[src/rtl/psw_pkg.sv]
package psw_pkg;
   localparam int unsigned N_MIN = 5;

   typedef enum logic {
      PSC_WIDE   = 1'b0,
      PSC_NARROW = 1'b1
   } psc_mode_e;

   function automatic logic ratio_ok(input int unsigned n, input int unsigned a);
      return (n >= N_MIN) && (a < n);
   endfunction
endpackage

[src/rtl/psw_cfg.sv]
module psw_cfg
   import psw_pkg::*;
#(
   parameter int NW      = 11,
   parameter int AW      = 7,
   parameter int DEF_N   = 8,
   parameter int DEF_A   = 3,
   parameter bit DEF_SEL = 1'b1
) (
   input  logic          clk,
   input  logic          rst_n,
   input  logic          ld,
   input  logic [NW-1:0] ld_n,
   input  logic [AW-1:0] ld_a,
   input  logic          ld_sel,
   input  logic          bnd,
   output logic [NW-1:0] nxt_n,
   output logic [AW-1:0] nxt_a,
   output psc_mode_e     act_mode,
   output logic          err
);
   logic      ok;
   psc_mode_e pend_mode;

   assign ok = ratio_ok(32'(ld_n), 32'(ld_a));

   always_ff @(posedge clk or negedge rst_n) begin
      if (!rst_n) begin
         nxt_n     <= NW'(DEF_N);
         nxt_a     <= AW'(DEF_A);
         pend_mode <= psc_mode_e'(DEF_SEL);
         act_mode  <= psc_mode_e'(DEF_SEL);
         err       <= 1'b0;
      end else begin
         if (ld) begin
            if (ok) begin
               nxt_n     <= ld_n;
               nxt_a     <= ld_a;
               pend_mode <= psc_mode_e'(ld_sel);
               err       <= 1'b0;
            end else begin
               err <= 1'b1;
            end
         end
         if (bnd) act_mode <= pend_mode;
      end
   end

   assert_keep_on_bad_R8: assert property (@(posedge clk) disable iff (!rst_n)
      (ld && !ok) |=> ($stable(nxt_n) && $stable(nxt_a) && err));
   assert_pend_legal_R9: assert property (@(posedge clk) disable iff (!rst_n)
      (nxt_n >= NW'(N_MIN)) && (32'(nxt_a) < 32'(nxt_n)));
   assert_mode_at_bnd_R7: assert property (@(posedge clk) disable iff (!rst_n)
      !bnd |=> $stable(act_mode));
endmodule

[src/rtl/psw_prescaler.sv]
module psw_prescaler
   import psw_pkg::*;
#(
   parameter int P_LO = 32,
   parameter int P_HI = 64
) (
   input  logic      clk,
   input  logic      rst_n,
   input  psc_mode_e mode,
   input  logic      mod_hi,
   output logic      tick
);
   localparam int CW = $clog2(P_HI + 1);
   localparam logic [CW-1:0] LAST_LO = CW'(P_LO - 1);
   localparam logic [CW-1:0] LAST_HI = CW'(P_HI - 1);

   generate
      if (P_LO < 2 || P_HI <= P_LO) begin : g_bad_modulus
         $error("psw_prescaler: moduli must satisfy 2 <= P_LO < P_HI");
      end
   endgenerate

   logic [CW-1:0] cnt;
   logic [CW-1:0] last;

   assign last = ((mode == PSC_NARROW) ? LAST_LO : LAST_HI) + CW'(mod_hi);
   assign tick = (cnt == last);

   always_ff @(posedge clk or negedge rst_n) begin
      if (!rst_n)    cnt <= '0;
      else if (tick) cnt <= '0;
      else           cnt <= cnt + 1'b1;
   end

   assert_cnt_in_range_R2: assert property (@(posedge clk) disable iff (!rst_n)
      cnt <= last);
endmodule

[src/rtl/psw_counters.sv]
module psw_counters #(
   parameter int NW    = 11,
   parameter int AW    = 7,
   parameter int DEF_N = 8,
   parameter int DEF_A = 3
) (
   input  logic          clk,
   input  logic          rst_n,
   input  logic          tick,
   input  logic [NW-1:0] nxt_n,
   input  logic [AW-1:0] nxt_a,
   output logic          mod_hi,
   output logic          bnd,
   output logic          fp
);
   logic [NW-1:0] main_rem;
   logic [AW-1:0] swal_rem;

   assign mod_hi = (swal_rem != '0);
   assign bnd    = tick && (main_rem == NW'(1));

   always_ff @(posedge clk or negedge rst_n) begin
      if (!rst_n) begin
         main_rem <= NW'(DEF_N);
         swal_rem <= AW'(DEF_A);
         fp       <= 1'b0;
      end else begin
         fp <= bnd;
         if (bnd) begin
            main_rem <= nxt_n;
            swal_rem <= nxt_a;
         end else if (tick) begin
            main_rem <= main_rem - 1'b1;
            if (swal_rem != '0) swal_rem <= swal_rem - 1'b1;
         end
      end
   end

   assert_fp_single_R6: assert property (@(posedge clk) disable iff (!rst_n)
      fp |=> !fp);
   assert_main_live_R2: assert property (@(posedge clk) disable iff (!rst_n)
      main_rem != '0);
   assert_swallow_first_R4: assert property (@(posedge clk) disable iff (!rst_n)
      (swal_rem != '0) |-> (32'(main_rem) > 32'(swal_rem)));
   assert_mod_fall_on_tick_R4: assert property (@(posedge clk) disable iff (!rst_n)
      $fell(mod_hi) |-> $past(tick));
endmodule

[src/rtl/pulse_swallow_div.sv]
module pulse_swallow_div
   import psw_pkg::*;
#(
   parameter int NW      = 11,
   parameter int AW      = 7,
   parameter int P_LO    = 32,
   parameter int P_HI    = 64,
   parameter int DEF_N   = 8,
   parameter int DEF_A   = 3,
   parameter bit DEF_SEL = 1'b1
) (
   input  logic          clk,
   input  logic          rst_n,
   input  logic [NW-1:0] ratio_n,
   input  logic [AW-1:0] ratio_a,
   input  logic          narrow_sel,
   input  logic          ratio_load,
   output logic          fp_pulse,
   output logic          mod_ctrl,
   output logic          ratio_err
);
   generate
      if (!(DEF_N >= int'(N_MIN) && DEF_A >= 0 && DEF_A < DEF_N && DEF_N < (1 << NW)
            && DEF_A < (1 << AW))) begin : g_bad_default
         $error("pulse_swallow_div: reset-default ratio is illegal");
      end
   endgenerate

   logic          tick, bnd, mod_hi;
   logic [NW-1:0] nxt_n;
   logic [AW-1:0] nxt_a;
   psc_mode_e     act_mode;

   psw_cfg #(.NW(NW), .AW(AW), .DEF_N(DEF_N), .DEF_A(DEF_A), .DEF_SEL(DEF_SEL)) u_cfg (
      .clk(clk), .rst_n(rst_n), .ld(ratio_load), .ld_n(ratio_n), .ld_a(ratio_a),
      .ld_sel(narrow_sel), .bnd(bnd), .nxt_n(nxt_n), .nxt_a(nxt_a),
      .act_mode(act_mode), .err(ratio_err));

   psw_prescaler #(.P_LO(P_LO), .P_HI(P_HI)) u_psc (
      .clk(clk), .rst_n(rst_n), .mode(act_mode), .mod_hi(mod_hi), .tick(tick));

   psw_counters #(.NW(NW), .AW(AW), .DEF_N(DEF_N), .DEF_A(DEF_A)) u_cnt (
      .clk(clk), .rst_n(rst_n), .tick(tick), .nxt_n(nxt_n), .nxt_a(nxt_a),
      .mod_hi(mod_hi), .bnd(bnd), .fp(fp_pulse));

   assign mod_ctrl = mod_hi;

   assert_fp_after_bnd_R2: assert property (@(posedge clk) disable iff (!rst_n)
      bnd |=> fp_pulse);
endmodule

[config.mk]
export PLATFORM = sky130hd
export DESIGN_NAME = pulse_swallow_div
export DESIGN_NICKNAME = d
export VERILOG_FILES = /design/src/rtl/psw_pkg.sv /design/src/rtl/psw_cfg.sv /design/src/rtl/psw_prescaler.sv /design/src/rtl/psw_counters.sv /design/src/rtl/pulse_swallow_div.sv
export SDC_FILE = /design/constraint.sdc
export NUM_CORES = 1
export LEC_CHECK = 0
export BUFFER_PORTS_ARGS = -buffer_cell sky130_fd_sc_hd__buf_2
export CORE_MARGIN = 2
export CORE_UTILIZATION = 45
export DETAILED_ROUTE_END_ITERATION = 8
export RECOVER_POWER = 25
export SYNTH_ARGS = -nofsm -noshare
export SYNTH_HDL_FRONTEND = slang
export SYNTH_SLANG_ARGS = --single-unit
[constraint.sdc]
create_clock -name clk -period 3 [get_ports clk]
set_clock_uncertainty 0.05 [all_clocks]
set_input_delay 0.15 -clock clk [delete_from_list [all_inputs] [get_ports clk]]
set_output_delay 0.15 -clock clk [all_outputs]
set_load 0.01 [all_outputs]
Word-level counts from Yosys, hierarchy flattened
Cells that the tools add are included.

word-level totals
  register bits after elaboration = 47
  output and inout port bits = 3

operators by class
  reductions and logical operators = 7
  add/subtract/negate cells = 4
  equal/unequal tests = 2
  order comparisons = 2
  mux-type cells = 8

operators with widths
  cell                                                                 number
  2-to-1 mux 7 bit                                                     4
  2-to-1 mux 11 bit                                                    2
  == test 11 x 1 -> 1 bit (second input constant)                      1
  greater-or-equal comparator 11 x 3 -> 1 bit (second input constant)  1
  < comparator 7 x 11 -> 1 bit                                         1
  subtractor 11 x 1 -> 11 bit (second input constant)                  1
  adder 7 x 1 -> 7 bit                                                 1
  adder 7 x 1 -> 7 bit (second input constant)                         1
  == test 7 bit                                                        1
  nonzero test 7 bit                                                   1
  subtractor 7 x 1 -> 7 bit (second input constant)                    1
  2-to-1 mux 6 bit                                                     1
  AND reduction 2 bit                                                  2
  nonzero test 2 bit                                                   2
  logical AND 1 bit                                                    2
  2-to-1 mux 1 bit                                                     1

Longest topological paths before layout
Gate-level depths: netlist of run 1.

  depth in word-level cells = 6
  depth in mapped cells = 13
  gate-level depth less buffers = 12

Cells and area by module
Synthesis of run 1 repeated with hierarchy kept, for this count alone.

second synthesis, totals
  cell total of the unflattened synthesis = 291
  area total of the unflattened synthesis = 3,000.4 sq um

modules (own cells, without submodules)
  module         cells each  times used  area an instance (sq um)  seq. area each (sq um)
  psw_cfg        127         1           1,417.6                   531.8
  psw_counters   128         1           1,187.4                   479.2
  psw_prescaler  36          1           395.4                     175.2

Worst setup path after synthesis of run 1
No wires, ideal clock.

  path kind = register to register
  from = register u_cnt.swal_rem[3]
  to = register u_cnt.swal_rem[3]
  clock period less this slack = 2,606 ps
  slack = 394 ps
  setup time = 131 ps
  cell stages (with the launch flop) = 11
  data arrival time = 2,425 ps
  path buffers = 0
  cell sequence = dfrtp_1 > or3_4 > nor3_4 > inv_1 > ha_1 > xnor2_1 > nand2_1 > nor3_1 > nand2_1 > nor2_1 > a221oi_2

on the way
  cells in the longest elaborated chain, start to end = 6
  elaborated cells on any way between the ends = 11
  classes of those cells = 2 x add/sub; 1 x eq/ne; 3 x mux; 5 x reduce/logical

ends and longest elaborated chain
  element                               RTL line                 text
  from (decl)                           psw_counters.sv:17       logic [AW-1:0] swal_rem;
  from (signal assigned)                psw_counters.sv:25       swal_rem <= AW'(DEF_A);
  from (signal assigned)                psw_counters.sv:31       swal_rem <= nxt_a;
  from (signal assigned)                psw_counters.sv:34       if (swal_rem != '0) swal_rem <= swal_rem - 1'b1;
  nonzero test 7 bit *                  psw_counters.sv:19       assign mod_hi = (swal_rem != '0);
  net mod_ctrl                          pulse_swallow_div.sv:19  output logic mod_ctrl,
  adder 7 x 1 -> 7 bit                  psw_prescaler.sv:26      assign last = ((mode == PSC_NARROW) ? LAST_LO : LAST_HI) + CW'(mod_hi);
  == test 7 bit                         psw_prescaler.sv:27      assign tick = (cnt == last);
  logical AND 1 bit                     psw_counters.sv:20       assign bnd = tick && (main_rem == NW'(1));
  nonzero test 2 bit (no source line)   n/a
  AND reduction 2 bit (no source line)  n/a

Mark *: on every way through the listed nets, which the timed path passes. The rest lies on a longest branch. The select of a mux whose other input is x is not followed.
A chain may end at the register's enable or synchronous reset.

Worst setup path in the final report of run 1
  from = register u_cnt.swal_rem[3]
  to = register u_cnt.main_rem[2]

on the way
  cells in the longest elaborated chain, start to end = 5
  elaborated cells on any way between the ends = 6
  classes of those cells = 1 x add/sub; 1 x eq/ne; 1 x mux; 3 x reduce/logical

ends and longest elaborated chain
  element                                                         RTL line             text
  nonzero test 7 bit *                                            psw_counters.sv:19
  adder 7 x 1 -> 7 bit *                                          psw_prescaler.sv:26
  == test 7 bit *                                                 psw_prescaler.sv:27
  logical AND 1 bit                                               psw_counters.sv:20
  2-to-1 mux 11 bit / nonzero test 2 bit (equally long branches)  n/a
  to (signal assigned)                                            psw_counters.sv:24   main_rem <= NW'(DEF_N);
  to (signal assigned)                                            psw_counters.sv:30   main_rem <= nxt_n;
  to (signal assigned)                                            psw_counters.sv:33   main_rem <= main_rem - 1'b1;
  to (decl)                                                       psw_counters.sv:16   logic [NW-1:0] main_rem;

Mark *: on every way between the ends. The rest lies on a longest branch, timed or not.

==> results.md, run 1 <==
- Pwr Density: ~410 nW/um^2
- H-tree depth: 2
- Die H: between 70 and 80 um
- WHS: around 32 ps
- R2R setup slack: about 250 ps
- Max stage delay on crit path: roughly 430 ps
- Maximum buffer depth of the clock tree: 2
- TNS Setup: 0 ps
- HP Class: input pin to flip-flop
- Residual DRC count: 0
- CP Cell Sequence: or3_4 -> nor3_4 -> inv_1 -> ha_1 -> xnor2_1 -> nand2_1 -> nor2b_4 -> buf_12 -> o21a_1 -> a2bb2oi_2
- Share of the synthesized area in the top cell type: a little under two fifths
- Fin. max-slew vios: 48
- Layout cell share with drive strength beyond 1: 27.17%
- Vias per cell: ~5.4
- Clock transition at the registers of the reported paths: around 100 ps
- Failing checks: capacitance limit, slew limit
- Routed wire per std cell: between 10 and 15 um
- Clock period minus worst slack: between 2000 and 3000 ps
- Fraction of registers with async set/reset: between 90% and 100%
- Syn nets: roughly 280
- Global placement routability congestion: between 0.8 and 0.9
- Status: finished, violations left
- Top delay family on crit path: simple AND/OR/NAND/NOR gates
- Most common cell in the netlist: dfrtp_1
- Commonest cells in the netlist: 39 x dfrtp_1, 20 x nand2_1, 20 x nor2_1
- Setup bufs post-CTS: 0
- Max Clk Rate: 363.5 MHz
- Hold Crit Start: ratio_n[10]
- Yosys top cell by area: dfrtp_1
- Die Wd: between 70 and 80 um
- Final period util: just over 90%
- DIE AREA: between 6000 and 7000 um^2
- Pre-antenna DRT Iters: 4
- Routed WL: 5043 um
- Register bit count reported by yosys: 47
- Post-synthesis sequential area ratio: between 40 and 50%
- Worst skew pair latency: roughly 300 ps
- Worst EP required: about 3200 ps
- All-Layer GR Usage: a little under a fifth
- Worst-Margin Slew: approximately 2500 ps
- Syn Inst Count: 250
- Worst R2R Start: u_cnt.swal_rem[3]
- CTS tree: built
- Pin count of the biggest net entering global routing: 48
- Setup CP Type: flip-flop to flip-flop
- Main synth FF type: dfrtp_1
- Antenna Nets Post-Route: 0
- Global route overflow: 0
- Synth area leaders: dfrtp_1 38%, dfstp_2 8.2%, mux2_2 6.2%, ha_1 5.4%, a21oi_1 3.1%
- Worst EP arrival: 2940 ps
- Final setup viols: 0
- LEAKAGE: roughly 0.0013 uW
- Worst VDD drop: around 0.23 mV
- RSZ-0062 raised after global routing: false
- CP Launch Type: flip-flop
- # IOs: 25
- Vias in the first global route: about 1,800
- Average size of a mapped cell: ~10 um^2
- Distinct cells, synth: 52
- Clk root buf: clkbuf_8
- Final nets: a little over 300
- Crit path max fanout: 18
- Syn. warnings: 0
- FP Rows: 27
- Via count: around 1,900
- First DRT Iteration DRCs: 82
- Fin. Hold Viols: 0
- Crit-path slowest cell: dfrtp_1
- Max_slew headroom: -67.95%
- Clk sink count: 47
- Crit path buffers/inverters: 2
- Max cap viols: 1
- PortBufs: 24
- Worst Setup SP: u_cnt.swal_rem[3]
- Area of the core: 5473 um^2
- Syn Std Cell Area: approximately 2500 um^2
- Post-synth EDFFs: 0
- Initial Util: between 40% and 50%
- Global-route wire length before repair: approximately 8800 um
- Initial antenna violation count: 0
- Ant. Diodes: 0
- Detail Placement HPWL: 3718 um
- Cts bufs inserted: 5
- Post-CTS Hold Fix Bufs: 0
- Worst setup EP type: flip-flop
- Area delta synth->final: 10.79%
==> placed cells by master, fill, tap and decap left out, drive strengths merged, types with 2 or more instances in the layout <==
cell / instances
xnor2: 6
o21ai: 17
and2: 3
inv: 18
dfrtp: 39
nand3: 7
mux2: 15
clkbuf: 6
nor4: 4
a22o: 5
nand4: 2
nand2: 21
and4: 2
nand2b: 3
buf: 26
a21oi: 21
o31ai: 2
nor3: 11
nor2b: 2
ha: 11
and3: 2
xor2: 2
a221oi: 2
or2: 3
dfstp: 8
mux2i: 3
nor2: 20
a211oi: 2
or3: 2
==> registers in the layout, summed over array words and instances (netlist names) <==
| register | count |
|---|---|
| u_cfg.act_mode | 1 |
| u_cnt.main_rem | 11 |
| u_psc.cnt | 7 |
| u_cnt.fp | 1 |
| u_cnt.swal_rem | 7 |
| u_cfg.pend_mode | 1 |
| u_cfg.nxt_a | 7 |
| u_cfg.err | 1 |
| u_cfg.nxt_n | 11 |
==> per-stage QoR <==
stage	power [uW]	utilization (%)	cell area, um^2	setup WS (ps)	instances
finish	1163	51.62	2825	249.2	348
global route	1228	51.62	2825	31.60	348
CTS	1183	51.55	2821	163.8	348
detailed placement	783.3	49.89	2730	207.2	340
global placement	780.2	49.89	2730	272.6	340
floorplan	736.0	-	2550	394.5	250
==> where the power goes <==
group	total, uW	switching [uW]	internal [uW]
registers	683	17.2	665
logic	86.0	44.0	42.1
clock network	395	226	169
==> final cells by class <==
type	instances	area, um^2
Fill cell	512	2648
Multi-Input combinational cell	178	1244
Sequential cell	47	1186
Timing Repair Buffer	27	153.9
Tap cell	72	90.09
Clock buffer	5	68.82
Inverter	16	60.06
Clock inverter	3	22.52
==> timing repair <==
action,CTS,global route
setup endpoints to repair,0,3
hold endpoints to repair,0,0
gates resized for setup,0,1
==> cells by family (layout without fill, tap and decap cells) <==
group	Yosys count	count (layout)	synth area share [%]
AO/OA/AOI/OAI	59	59	16.00
XOR/XNOR	8	8	2.748
adder cells (fa/ha/maj)	11	11	5.397
buffers and inverters	25	51	4.906
flip-flops	47	47	46.52
multiplexers	18	18	7.802
AND/OR/NAND/NOR	82	82	16.63
==> metal layers <==
| layer | up-vias | track usage, % | routed length (um) |
|---|---|---|---|
| li1 | 941 | - | - |
| met1 | 900 | 25.87 | 2535 |
| met2 | 27 | 27.03 | 2283 |
| met3 | 6 | 3.864 | 154 |
| met4 | 0 | 5.862 | 70 |
| met5 | - | 0 | 0 |
==> worst paths after layout <==
kind / to / cells after the start
hold / removal: u_cfg.nxt_n[10] / 2
hold reg to reg: u_cfg.act_mode / 2
setup / recovery: u_cnt.main_rem[2] / 10
max in group asynchronous: u_cfg.nxt_a[2] / 1
setup reg to reg: u_cnt.main_rem[2] / 10
min in group asynchronous: u_cnt.main_rem[10] / 1
(Power assumes the default switching activity.)
==> run 2, diff against run 1 <==
- ABC_AREA: default -> 1
==> results.md, run 2 <==
- CTS tree: built
- Syn nets: approximately 410
- Post-synthesis sequential area ratio: between 40 and 50%
- Worst EP required: around 3100 ps
- Final period util: ~84%
- DIE AREA: ~7000 um^2
- Residual DRC count: 0
- Fin. max-slew vios: 48
- Layout cell share with drive strength beyond 1: approximately 16%
- CP Launch Type: flip-flop
- # IOs: 25
- HP Class: input pin to flip-flop
- Main synth FF type: dfrtp_1
- Area delta synth->final: 10.69%
- Worst setup EP type: flip-flop
- Global-route wire length before repair: 10,650 um
- Cts bufs inserted: 5
- Area of the core: about 6200 um^2
- Die H: between 80 and 90 um
- Total power: ~1300 uW
- Register bit count reported by yosys: between 40 and 50
- Vias per cell: roughly 5
- Most common cell in the netlist: nand2_1
- Antenna Nets Post-Route: 0
- Synth area leaders: dfrtp_1 34%, nand2_1 17%, dfstp_2 7.4%, nand3_1 7.2%, inv_1 6.4%
- Clk root buf: clkbuf_8
- Post-synth EDFFs: 0
- TNS Setup: 0 ps
- Met2 Routed Length: between 2000 and 3000 um
- Syn Std Cell Area: 2855 um^2
- Worst Setup Slack post-DPL: roughly 460 ps
- Die Wd: 83.66 um
- Ant. Diodes: 0
- FP Rows: 29
- Global route overflow: 0
- Clock transition at the registers of the reported paths: approximately 90 ps
- PortBufs: 24
- Initial antenna violation count: 0
- Crit path max fanout: 16
- Final nets: 436
- CP Cell Sequence: inv_1 -> ha_1 -> nand4_4 -> ha_1 -> xnor2_1 -> nand2_1 -> inv_1 -> nand2_4 -> nor2_4 -> nand2_2 -> nand2_1 -> nand3_1
- Clock period minus worst slack: about 2500 ps
- Max cap viols: 1
- Top delay family on crit path: simple AND/OR/NAND/NOR gates
- Max stage delay on crit path: about 550 ps
- Final WS setup: between 400 and 500 ps
- Register-to-Register Path Depth: 12
- Metal3 WL: 218 um
- Pwr Density: between 400 and 500 nW/um^2
- LEAKAGE: 0.001716 uW
- First DRT Iteration DRCs: 169
- Max_slew headroom: -68.82%
- Global placement routability congestion: about 0.80
- Via count: 2,396
- Top flop regs: u_cfg.nxt_n (11), u_cnt.main_rem (11)
- Most frequent cells in the layout: 129 x nand2_1, 49 x inv_1, 41 x nand3_1
- Pre-antenna DRT Iters: 4
- Most common cell after layout, fill and taps aside: nand2_1
- H-tree depth: 2
- Worst EP arrival: between 2000 and 3000 ps
- Min-Delay Path Depth: 3
- Final setup viols: 0
- Routed WL: a little under 6000 um
- Share of the synthesized area in the top cell type: 34.18%
- Fraction of registers with async set/reset: 100.0%
- Crit path buffers/inverters: 2
- Yosys top cell by area: dfrtp_1
- Average size of a mapped cell: approximately 7.5 um^2
- Fin. Hold Viols: 0
- Max Clk Rate: 394.8 MHz
- Worst skew pair latency: 300 ps
- Pin count of the biggest net entering global routing: 48
- Distinct cells, synth: 31
- Maximum buffer depth of the clock tree: 2
- Worst-Margin Slew: between 2000 and 3000 ps
- Routed wire per std cell: around 12 um
- Worst VDD drop: 0.1841 mV
- Setup bufs post-CTS: 0
- Vias in the first global route: approximately 2,400
- WHS: around 17 ps
- CTS resizes: 0
- Setup CP Type: flip-flop to flip-flop
- Status: finished, violations left
- M1 WL: 2869 um
- Initial Util: 45.75%
- Syn Inst Count: about 380
- Detail Placement HPWL: ~4400 um
- Clk sink count: 47
- All-Layer GR Usage: 18.35%
- Commonest cells in the netlist: 129 x nand2_1, 49 x inv_1, 41 x nand3_1
- Syn. warnings: 0
- Highest metal used: met4
- Failing checks: capacitance limit, slew limit
- Post-CTS Hold Fix Bufs: 0
- Worst path depth: 12
- RSZ-0062 raised after global routing: false
- Crit-path slowest cell: dfstp_2
==> run 2: report_power, final <==
group	switching [uW]	internal [uW]	leakage, uW
registers	15.6	664	0.000585
clock network	211	333	0.0000654
logic	59.2	33.9	0.00106
==> run 2: tightest hold or removal path: cells and delay by family <==
kind / cells / cell delay (ps)
buffers and inverters: 1 / 90
and+or+nand+nor: 2 / 90
==> run 2: worst paths after layout <==
kind,from,to,slack [ps]
max,u_cnt.swal_rem[0],u_cnt.swal_rem[2],470
min reg2reg,u_cfg.pend_mode,u_cfg.pend_mode,420
min in group asynchronous,rst_n,u_psc.cnt[2],580
max in group asynchronous,rst_n,u_cfg.nxt_a[3],880
min,ratio_n[10],u_cfg.nxt_n[10],20
max reg2reg,u_cnt.swal_rem[0],u_cnt.swal_rem[2],470
==> run 2: cell families after synthesis <==
logic type	synth area share, %
flip-flops	41.54
XOR/XNOR	2.761
adder cells (fa/ha/maj)	4.820
AO/OA/AOI/OAI	4.952
buffers and inverters	8.458
AND/OR/NAND/NOR	37.47
==> run 2: cell type report <==
class | count | area, um^2
fill | 610 | 3080
multi-input combinational | 274 | 1428
sequential | 47 | 1186
inverter | 49 | 183.9
timing repair buffer | 26 | 133.9
tap | 77 | 96.34
clock buffer | 6 | 72.57
clock inverter | 2 | 60.06
==> run 2: per-layer routing <==
layer  up-vias  GRT usage, %
met4         0         4.692
met1      1096         25.10
met3         9         3.363
met2        47         30.18
li1       1244             -
met5         -             0
==> run 2: stage by stage <==
step | cell area, um^2 | util (%) | std cells
floorplan | 2855 | - | 379
global placement | 3029 | 48.54 | 473
detailed placement | 3029 | 48.54 | 473
CTS | 3162 | 50.66 | 481
global route | 3161 | 50.64 | 481
finish | 3161 | 50.64 | 481
==> run 3, diff against run 2 <==
- PLACE_DENSITY: default -> 0.65
- clock period: 3 -> 2.15 ns (I/O delays scaled with it)
==> results.md, run 3 (same netlist as run 2, synthesis figures left out) <==
- Max Clk Rate: roughly 470 MHz
- Pwr Density: roughly 480 nW/um^2
- Crit-path slowest cell: dfstp_2
- Global placement routability congestion: 0.8233
- Clock share of power: roughly 34%
- PortBufs: 24
- Clk root buf: clkbuf_8
- Final nets: roughly 470
- Filler Cell Count: around 600
- Fin. Hold Viols: 0
- Register-to-Register Path Depth: 12
- Final core occ: 56.66%
- Vias per cell: 4.928
- Fraction of power spent switching nets: 26.60%
- Top flop regs: u_cfg.nxt_n (11), u_cnt.main_rem (11)
- Total power: approximately 1700 uW
- Area of the core: ~6200 um^2
- Initial Util: 45.75%
- Placed insts: 481
- Most common cell after layout, fill and taps aside: nand2_1
- Clock transition at the registers of the reported paths: around 100 ps
- Vias in the first global route: 2,538
- Part of the power in registers: 56.3%
- Clk sink count: 47
- # IOs: 25
- Max_slew headroom: 5.569%
- Comb power frac: roughly a tenth
- Fin cells: 514
- Max cap viols: 0
- Antenna Nets Post-Route: 0
- Detail Placement HPWL: 4536 um
- Status: completed
- FP Rows: 29
- Worst-Margin Slew: about 1400 ps
- Crit path to: u_cnt.swal_rem[3]
- CP Launch Type: flip-flop
- HP Class: input pin to flip-flop
- Maximum buffer depth of the clock tree: 2
- Global-route wire length before repair: 11,290 um
- R2R setup slack: between 20 and 30 ps
- Capturing point of the worst reg2reg path: u_cnt.swal_rem[3]
- Pin count of the biggest net entering global routing: 26
- Routed WL: roughly 6300 um
- WHS: about 1.5 ps
- Final period util: between 90% and 100%
- RSZ-0062 raised after global routing: true
- Worst R2R Start: u_cnt.swal_rem[1]
- Setup CP Type: flip-flop to flip-flop
- Routed wire per std cell: between 10 and 15 um
- Worst EP required: approximately 2300 ps
- Fin. max-slew vios: 0
- Crit path max fanout: 6
- All-Layer GR Usage: between 10% and 20%
- Net Switching: ~450 uW
- Pre-antenna DRT Iters: 4
- TNS Setup: 0 ps
- Die Wd: approximately 84 um
- LEAKAGE: between 0.0015 and 0.002 uW
- Internal Pwr Total: between 1000 and 1500 uW
- Layout cell share with drive strength beyond 1: 21.51%
- CP Cell Sequence: inv_1 -> ha_4 -> nand4_4 -> ha_4 -> xnor2_2 -> nand2_2 -> a21oi_4 -> buf_6 -> buf_6 -> nand4_1 -> nand3_1 -> nand2_1
- Area delta synth->final: 23.84%
- CTS tree: built
- Most frequent cells in the layout: 127 x nand2_1, 48 x inv_1, 41 x nand3_1
- Via count: between 2,000 and 3,000
- Max stage delay on crit path: about 540 ps
- Clock period minus worst slack: 2121 ps
- Global route overflow: 0
- DIE AREA: between 6000 and 7000 um^2
- Ant. Diodes: 0
- Die H: roughly 84 um
- Worst setup EP type: flip-flop
- Residual DRC count: 0
- First DRT Iteration DRCs: approximately 140
- Final setup viols: 0
- Worst EP arrival: 2280 ps
- Worst skew pair latency: approximately 310 ps
- Initial antenna violation count: 0
- Worst VDD drop: between 0.2 and 0.3 mV
- Worst Setup SP: u_cnt.swal_rem[1]
- Cts bufs inserted: 5
- H-tree depth: 2
==> run 3: cell types whose count changed in the layout (fill, tap and decap cells not counted), moves of 2 or more <==
cell / change
buf_4: +13
dlygate4sd3_1: +13
buf_6: +4
nor2_1: -4
nor2_4: +4
buf_12: +2
bufinv_16: -2
ha_1: -2
ha_4: +2
nand2_1: -2
nand2_2: +2
==> run 3: area by class of cell <==
class / count / area (um^2) / area share (%)
clock buffer: 5 / 68.82 / 1.946
clock inverter: 3 / 27.53 / 0.7785
inverter: 49 / 183.9 / 5.202
multi-input combinational: 274 / 1511 / 42.75
sequential: 47 / 1186 / 33.55
tap: 77 / 96.34 / 2.725
timing repair buffer: 59 / 461.7 / 13.06
==> run 3: power by group through the flow <==
stage,Sequential [uW],Clock [uW],Combinational [uW]
after CTS,948,601,156
after detailed placement,965,0,139
after global placement,964,0,135
after floorplan,958,0,73.5
after global routing,952,639,182
final,948,579,156
==> run 3: per-stage QoR <==
step           setup WS [ps]  instance area [um^2]
2_1_floorplan          7.277                  2870
3_3_place_gp           28.85                  3129
3_5_place_dp          -2.284                  3129
4_1_cts                11.37                  3452
5_1_grt               -74.80                  3536
6_report               28.66                  3536
==> run 3: how the worst min path moves through the flow <==
stage	from	end	slack (ps)	cells after the start
detailed placement	rst_n	u_cnt.main_rem[5]	100	1
floorplan	rst_n	u_cfg.err	-240	0
global route	ratio_a[5]	u_cfg.nxt_a[5]	9	3
CTS	ratio_n[4]	u_cfg.nxt_n[4]	4	3
finish	ratio_n[4]	u_cfg.nxt_n[4]	1	3
global placement	rst_n	u_cnt.main_rem[5]	90	1
==> run 3: critical path, delay by kind of cell, from the launching register on <==
| family | cells | cell delay, ps |
|---|---|---|
| compound gates | 1 | 200 |
| xor+xnor | 1 | 130 |
| fa+ha+maj | 2 | 380 |
| buf+inv | 3 | 320 |
| flops | 1 | 540 |
| simple gates | 5 | 420 |
==> run 3: repair_timing <==
item,in CTS,in global routing
pin swaps,7,8
hold buffers,13,0
buffers inserted,8,4
gates resized for setup,8,15
endpoints found under the hold margin,31,0
setup endpoints to repair,9,41
==> run 3: routing by layer <==
| metal | up-vias | global-route usage, % | wire length (um) |
|---|---|---|---|
| met3 | 13 | 3.660 | 159 |
| met5 | - | 0 | 0 |
| li1 | 1311 | - | - |
| met2 | 44 | 33.60 | 3077 |
| met1 | 1165 | 25.32 | 2968 |
| met4 | 0 | 6.012 | 118 |
